### src/rtl/hms_pkg.sv
package hms_pkg;

  typedef enum logic [1:0] {
    MODE_INIT = 2'd0,
    MODE_HOUR = 2'd1,
    MODE_MIN  = 2'd2,
    MODE_RUN  = 2'd3
  } clk_mode_e;

  // Fixed mode cycle; init is left once and never re-entered.
  function automatic clk_mode_e next_mode(input clk_mode_e cur);
    case (cur)
      MODE_INIT: next_mode = MODE_HOUR;
      MODE_HOUR: next_mode = MODE_MIN;
      MODE_MIN:  next_mode = MODE_RUN;
      default:   next_mode = MODE_HOUR;
    endcase
  endfunction

endpackage

### src/rtl/key_edge.sv
module key_edge #(
  parameter int STAGES = 2
) (
  input  logic clk,
  input  logic rst,
  input  logic key_in,
  output logic press_evt
);

  logic [STAGES-1:0] sync_q;
  logic              last_q;

  always_ff @(posedge clk) begin
    if (rst) begin
      sync_q <= '0;
      last_q <= 1'b0;
    end else begin
      sync_q[0] <= key_in;
      for (int i = 1; i < STAGES; i++) sync_q[i] <= sync_q[i-1];
      last_q <= sync_q[STAGES-1];
    end
  end

  assign press_evt = sync_q[STAGES-1] & ~last_q;

  AST_SINGLE_EVENT: assert property (@(posedge clk) disable iff (rst)
    press_evt |=> !press_evt);

endmodule

### src/rtl/mode_fsm.sv
module mode_fsm
  import hms_pkg::*;
(
  input  logic      clk,
  input  logic      rst,
  input  logic      step_evt,
  output clk_mode_e mode_q
);

  always_ff @(posedge clk) begin
    if (rst)           mode_q <= MODE_INIT;
    else if (step_evt) mode_q <= next_mode(mode_q);
  end

  AST_MODE_ONLY_ON_KEY: assert property (@(posedge clk) disable iff (rst)
    !step_evt |=> $stable(mode_q));

  AST_NO_INIT_RETURN: assert property (@(posedge clk) disable iff (rst)
    (mode_q != MODE_INIT) |=> (mode_q != MODE_INIT));

endmodule

### src/rtl/wrap_ctr.sv
module wrap_ctr #(
  parameter int W      = 6,
  parameter int LO     = 0,
  parameter int HI     = 59,
  parameter int RSTVAL = 0
) (
  input  logic         clk,
  input  logic         rst,
  input  logic         clr,
  input  logic         inc,
  output logic [W-1:0] q,
  output logic         at_hi
);

  localparam logic [W-1:0] LO_V  = W'(LO);
  localparam logic [W-1:0] HI_V  = W'(HI);
  localparam logic [W-1:0] RST_V = W'(RSTVAL);

  function automatic logic [W-1:0] step_val(input logic [W-1:0] v);
    step_val = (v == HI_V) ? LO_V : v + 1'b1;
  endfunction

  always_ff @(posedge clk) begin
    if (rst)      q <= RST_V;
    else if (clr) q <= LO_V;
    else if (inc) q <= step_val(q);
  end

  assign at_hi = (q == HI_V);

  AST_IN_RANGE: assert property (@(posedge clk) disable iff (rst)
    (q >= LO_V) && (q <= HI_V));

  AST_HOLD_IDLE: assert property (@(posedge clk) disable iff (rst)
    (!clr && !inc) |=> $stable(q));

endmodule

### src/rtl/hms_clock.sv
module hms_clock
  import hms_pkg::*;
#(
  parameter int SYNC_STAGES = 2,
  parameter int HR_W        = 4,
  parameter int MS_W        = 6,
  parameter int HR_MAX      = 12,
  parameter int MS_MAX      = 59
) (
  input  logic            clk,
  input  logic            rst,
  input  logic            tick_1hz,
  input  logic            mode_key,
  input  logic            set_key,
  output logic [HR_W-1:0] hours,
  output logic [MS_W-1:0] minutes,
  output logic [MS_W-1:0] seconds,
  output logic [1:0]      mode
);

  logic      mode_evt, set_evt;
  clk_mode_e mode_q;
  logic      in_run, in_hr_adj, in_min_adj;
  logic      sec_top, min_top, hr_top;
  logic      sec_inc, min_inc, hr_inc;

  key_edge #(.STAGES(SYNC_STAGES)) u_mode_key (
    .clk(clk), .rst(rst), .key_in(mode_key), .press_evt(mode_evt));

  key_edge #(.STAGES(SYNC_STAGES)) u_set_key (
    .clk(clk), .rst(rst), .key_in(set_key), .press_evt(set_evt));

  mode_fsm u_fsm (
    .clk(clk), .rst(rst), .step_evt(mode_evt), .mode_q(mode_q));

  assign in_run     = (mode_q == MODE_RUN);
  assign in_hr_adj  = (mode_q == MODE_HOUR);
  assign in_min_adj = (mode_q == MODE_MIN);

  // Carry chain in run mode; manual bumps in adjust modes never carry.
  assign sec_inc = in_run & tick_1hz;
  assign min_inc = (sec_inc & sec_top) | (in_min_adj & set_evt);
  assign hr_inc  = (sec_inc & sec_top & min_top) | (in_hr_adj & set_evt);

  wrap_ctr #(.W(MS_W), .LO(0), .HI(MS_MAX), .RSTVAL(0)) u_sec (
    .clk(clk), .rst(rst), .clr(in_min_adj), .inc(sec_inc),
    .q(seconds), .at_hi(sec_top));

  wrap_ctr #(.W(MS_W), .LO(0), .HI(MS_MAX), .RSTVAL(0)) u_min (
    .clk(clk), .rst(rst), .clr(1'b0), .inc(min_inc),
    .q(minutes), .at_hi(min_top));

  wrap_ctr #(.W(HR_W), .LO(1), .HI(HR_MAX), .RSTVAL(HR_MAX)) u_hr (
    .clk(clk), .rst(rst), .clr(1'b0), .inc(hr_inc),
    .q(hours), .at_hi(hr_top));

  assign mode = mode_q;

  AST_RESET_TIME: assert property (@(posedge clk)
    $past(rst) |-> (hours == HR_W'(HR_MAX) && minutes == '0 && seconds == '0));

  AST_SEC_CLEARED: assert property (@(posedge clk) disable iff (rst)
    in_min_adj |=> (seconds == '0));

  AST_HOUR_ADJ_HOLDS: assert property (@(posedge clk) disable iff (rst)
    in_hr_adj |=> ($stable(minutes) && $stable(seconds)));

  AST_HOUR_WRAP: assert property (@(posedge clk) disable iff (rst)
    (hr_inc && hr_top) |=> (hours == HR_W'(1)));

  AST_MIN_NO_CARRY: assert property (@(posedge clk) disable iff (rst)
    in_min_adj |=> $stable(hours));

  AST_INIT_FROZEN: assert property (@(posedge clk) disable iff (rst)
    (mode_q == MODE_INIT) |=> ($stable(hours) && $stable(minutes) && $stable(seconds)));

endmodule

### config.mk
export PLATFORM = sky130hd
export DESIGN_NAME = hms_clock
export DESIGN_NICKNAME = d
export VERILOG_FILES = /design/src/rtl/hms_pkg.sv /design/src/rtl/key_edge.sv /design/src/rtl/mode_fsm.sv /design/src/rtl/wrap_ctr.sv /design/src/rtl/hms_clock.sv
export SDC_FILE = /design/constraint.sdc
export NUM_CORES = 1
export LEC_CHECK = 0
export ABC_AREA = 1
export BUFFER_PORTS_ARGS = -buffer_cell sky130_fd_sc_hd__buf_4
export CORE_MARGIN = 4
export CORE_UTILIZATION = 53
export DETAILED_ROUTE_END_ITERATION = 8
export PLACE_DENSITY = 0.81
export REMOVE_ABC_BUFFERS = 1
export SYNTH_ARGS = -nofsm -noshare
export SYNTH_HDL_FRONTEND = slang
export SYNTH_SLANG_ARGS = --single-unit
### constraint.sdc
create_clock -name clk -period 1.8 [get_ports clk]
set_input_delay 0.09 -clock clk [delete_from_list [all_inputs] [get_ports clk]]
set_output_delay 0.09 -clock clk [all_outputs]
set_load 0.01 [all_outputs]
==> impl_metrics.csv <==
group,metric,value,unit
clock_network,h-tree-depth,1,
power,leakage,0.0006629,µW
drt,drt_iter0_markers,18,
drt,ant_nets,0,
timing,setup_viol,0,
worst_setup_path,rr_worst_depth,8,
worst_setup_path,crit_required,2.02,ns
clock_network,cts_buffers,3,
drt,vias_per_cell,4.802,
global_routing,overflow,0,
yosys,synth_top_area_frac,0.4055,
worst_setup_path,crit_buf_inv,0,
worst_setup_path,crit_chain,"ha_1, nand3_1, nor2_2, nand3_2, nand2_2, nand2_1, nor2_1, nor2_1",
clock_network,clkSinkCount,24,
timing,fin_skew,0.005109,ns
worst_setup_path,crit_fanout,5,
global_routing,grt_max_degree,15,
clock_network,cts_tree,"yes",
worst_setup_path,reg2reg_from,"u_min.q[0]",
global_routing,antenna_found_initial,0,
worst_setup_path,cp_slowest_stage_delay,0.44,ns
worst_setup_path,start_kind,"flop",
timing,tightest_slew,0.2690,ns
min_path,holdPathStages,3,
placement,gp_congestion,0.7264,
global_routing,grt_pass1_wl,4.015,mm
timing,maxSlewHeadroom,0.8202,
worst_setup_path,path_class,"flop to flop",
global_routing,grt_pass1_vias,965,
min_path,min_to,"u_sec.q[1]",
clock_network,cts-root-buf,"clkbuf_4",
run_status,status,"complete, no violations",
power,clkPwrFrac,0.388,
drt,post_drt_wl_per_cell,10.96,µm
yosys,synth-seq-cells,24,
yosys,synthTopCellsByArea,"dfxtp_1 (41%), ha_1 (8.4%), nand3_1 (7.6%)",
power,irDropWorstVdd,0.4900,mV
clock_network,clock_path_buffers,2,
drt,first_pass_iters,4,
timing,hold_violations,0,
die,placeableCoreArea,2042,µm²
yosys,yosysUniqueCellTypes,26,
clock_network,clock_latency,0.31,ns
placement,hpwl,1.722,mm
worst_setup_path,crit_path_end_kind,"flop",
power,seqPwrFrac,0.555,
drt,drc_errors,0,
timing,final_max_slew_viol_count,0,
yosys,syn_area,1185,µm²
power,swShare,0.1963,
clock_network,cts_resized,0,
final_layout,diodes,0,
min_path,hold_start,"tick_1hz",
timing,fmax,0.6758,GHz
die,initial_core_util,0.5803,
yosys,yosysSeqAreaShare,0.4055,
worst_setup_path,cp.arrival,1.70,ns
final_layout,area_growth,24.18,%
power,p_sw,193.5,µW
timing,rsz0062_at_grt,"false",
die,dieArea,3056,µm²
worst_setup_path,cpLargestDelayFamily,"simple AND/OR/NAND/NOR gates",
yosys,synth_top_area_cell,"dfxtp_1",
placement,dp_cells,194,
worst_setup_path,rrSetupSlack,0.32,ns
clock_network,post_cts_buffers,0,
drt,vias,970,
final_layout,drive_gt1_frac,0.2514,
die,chipHeight,55.28,µm
placement,io_buffers,22,
yosys,avgSynthCellArea,8.116,µm²
die,io_pins,23,
min_path,min_path_type,"primary input to flop",
timing,setup_tns,0,ns
power,p_per_area,670.0,nW/µm²
power,p_int,792.4,µW
run,maxCapViolCount,0,
die,num_rows,16,
timing,fin_crit,1.480,ns
worst_setup_path,cp_slowest_cell,"dfxtp_1",
yosys,ys.warnings.count,0,
timing,fin_crit_sh,0.8221,
worst_setup_path,path_common_cell,"nor2_1",
yosys,syn_inst,146,
drt,finalWirelength,2.213,mm
power,power_frac_comb,0.057,
final_layout,fin_nets,189,
worst_setup_path,reg2reg_to,"u_hr.q[0]",
die,die_x,55.28,µm
final_layout,stdcell_count,202,
clock_network,cts.clk_slew.worst_paths,0.13,ns
global_routing,grtUsageTotal,0.1549,
## state kept, by name, summed over array words and instances (netlist names)
signal	count
u_set_key.sync_q	2
u_mode_key.last_q	1
u_set_key.last_q	1
u_fsm.mode_q	2
u_min.q	6
u_mode_key.sync_q	2
u_hr.q	4
u_sec.q	6
## cell usage after synthesis
cell type   n
nor2_4      1
nand3_2     2
nand2_1    14
xor2_2      1
nand3_1    18
nand4_1     1
nor2_2      5
xor2_1      2
nand2_8     1
xnor2_1     2
ha_1        8
nand2_2     5
nor2_8      1
dfxtp_1    24
a21boi_1    1
o21ai_0     6
inv_2       1
buf_2       1
nor2_1     17
inv_1      20
a31oi_1     1
a21oi_1    10
o21ai_1     1
nand3b_1    1
nand2_4     1
nor3_1      1
## repair_timing
item                       4_1_cts  5_1_grt
hold buffers                     3        1
setup endpoints to repair        0        0
hold endpoints to repair         2        1
## power by group through the flow
stage | combinational [µW] | sequential [µW] | clock (µW)
2_1_floorplan | 26.5 | 559 | 0
3_3_place_gp | 48.5 | 558 | 0
3_5_place_dp | 49.9 | 559 | 0
4_1_cts | 54.8 | 547 | 391
5_1_grt | 65.9 | 549 | 419
6_report | 56.3 | 547 | 383
## worst min-delay path: stages
cell	delay, ns
buf_4	0.10
a21oi_1	0.05
nor2_1	0.09
## logic make-up after synthesis
logic type / count (synthesis) / share of synthesized area
adder cells (fa/ha/maj): 8 / 0.08448
buffers and inverters: 22 / 0.07074
flip-flops: 24 / 0.4055
XOR/XNOR: 5 / 0.04330
AND/OR/NAND/NOR: 68 / 0.3126
AO/OA/AOI/OAI: 19 / 0.08343
## cell type report
type / count / area [µm²]
Clock inverter: 1 / 30.03
Clock buffer: 3 / 22.52
Tap cell: 27 / 33.78
Inverter: 21 / 78.83
Multi-Input combinational cell: 100 / 620.6
Sequential cell: 24 / 480.5
Timing Repair Buffer: 26 / 205.2
Fill cell: 167 / 570.5
## per-layer routing
metal	wire length (µm)	global-route usage	vias up	share of wire
li1	-	-	528	-
met1	1039	0.2011	422	0.47
met2	1062	0.2500	16	0.48
met3	83	0.04196	4	0.038
met4	27	0.04514	0	0.012
met5	0	0	-	0
## through the flow
stage	area [µm²]	hold slack [ns]	power, µW	utilization	setup WS, ns
after detailed placement	1379	0.2966	608.7	0.6752	0.3406
after global routing	1471	0.07100	1034	0.7206	0.1009
after floorplan	1180	0.1591	585.7	-	0.4022
after CTS	1461	0.0002426	993.3	0.7157	0.3163
after global placement	1379	0.2938	606.9	0.6752	0.3581
final	1471	0.05241	985.9	0.7206	0.3202
## cell usage in the layout (no fill, tap or decap), types with 2 or more instances in the layout
| cell type | n |
|---|---|
| o21ai_0 | 6 |
| buf_4 | 22 |
| nand2_1 | 14 |
| ha_1 | 8 |
| xnor2_1 | 2 |
| clkbuf_4 | 3 |
| dfxtp_1 | 24 |
| dlygate4sd3_1 | 4 |
| nor2_1 | 17 |
| xor2_1 | 2 |
| nand2_2 | 5 |
| inv_1 | 20 |
| nand3_1 | 18 |
| a21oi_1 | 10 |
| nor2_2 | 5 |
| nand3_2 | 2 |
## worst max path at each step
stage                    startpoint         end  slack, ns  cells past startpoint
floorplan           u_fsm.mode_q[0]   u_hr.q[0]       0.40                      8
global placement    u_fsm.mode_q[0]  u_min.q[3]       0.36                      8
detailed placement  u_fsm.mode_q[0]  u_min.q[3]       0.34                      8
CTS                 u_fsm.mode_q[0]   u_hr.q[0]       0.32                      8
global route             u_min.q[0]   u_hr.q[0]       0.10                      8
finish                   u_min.q[0]   u_hr.q[0]       0.32                      8
Power figures use the tool's default switching activity.
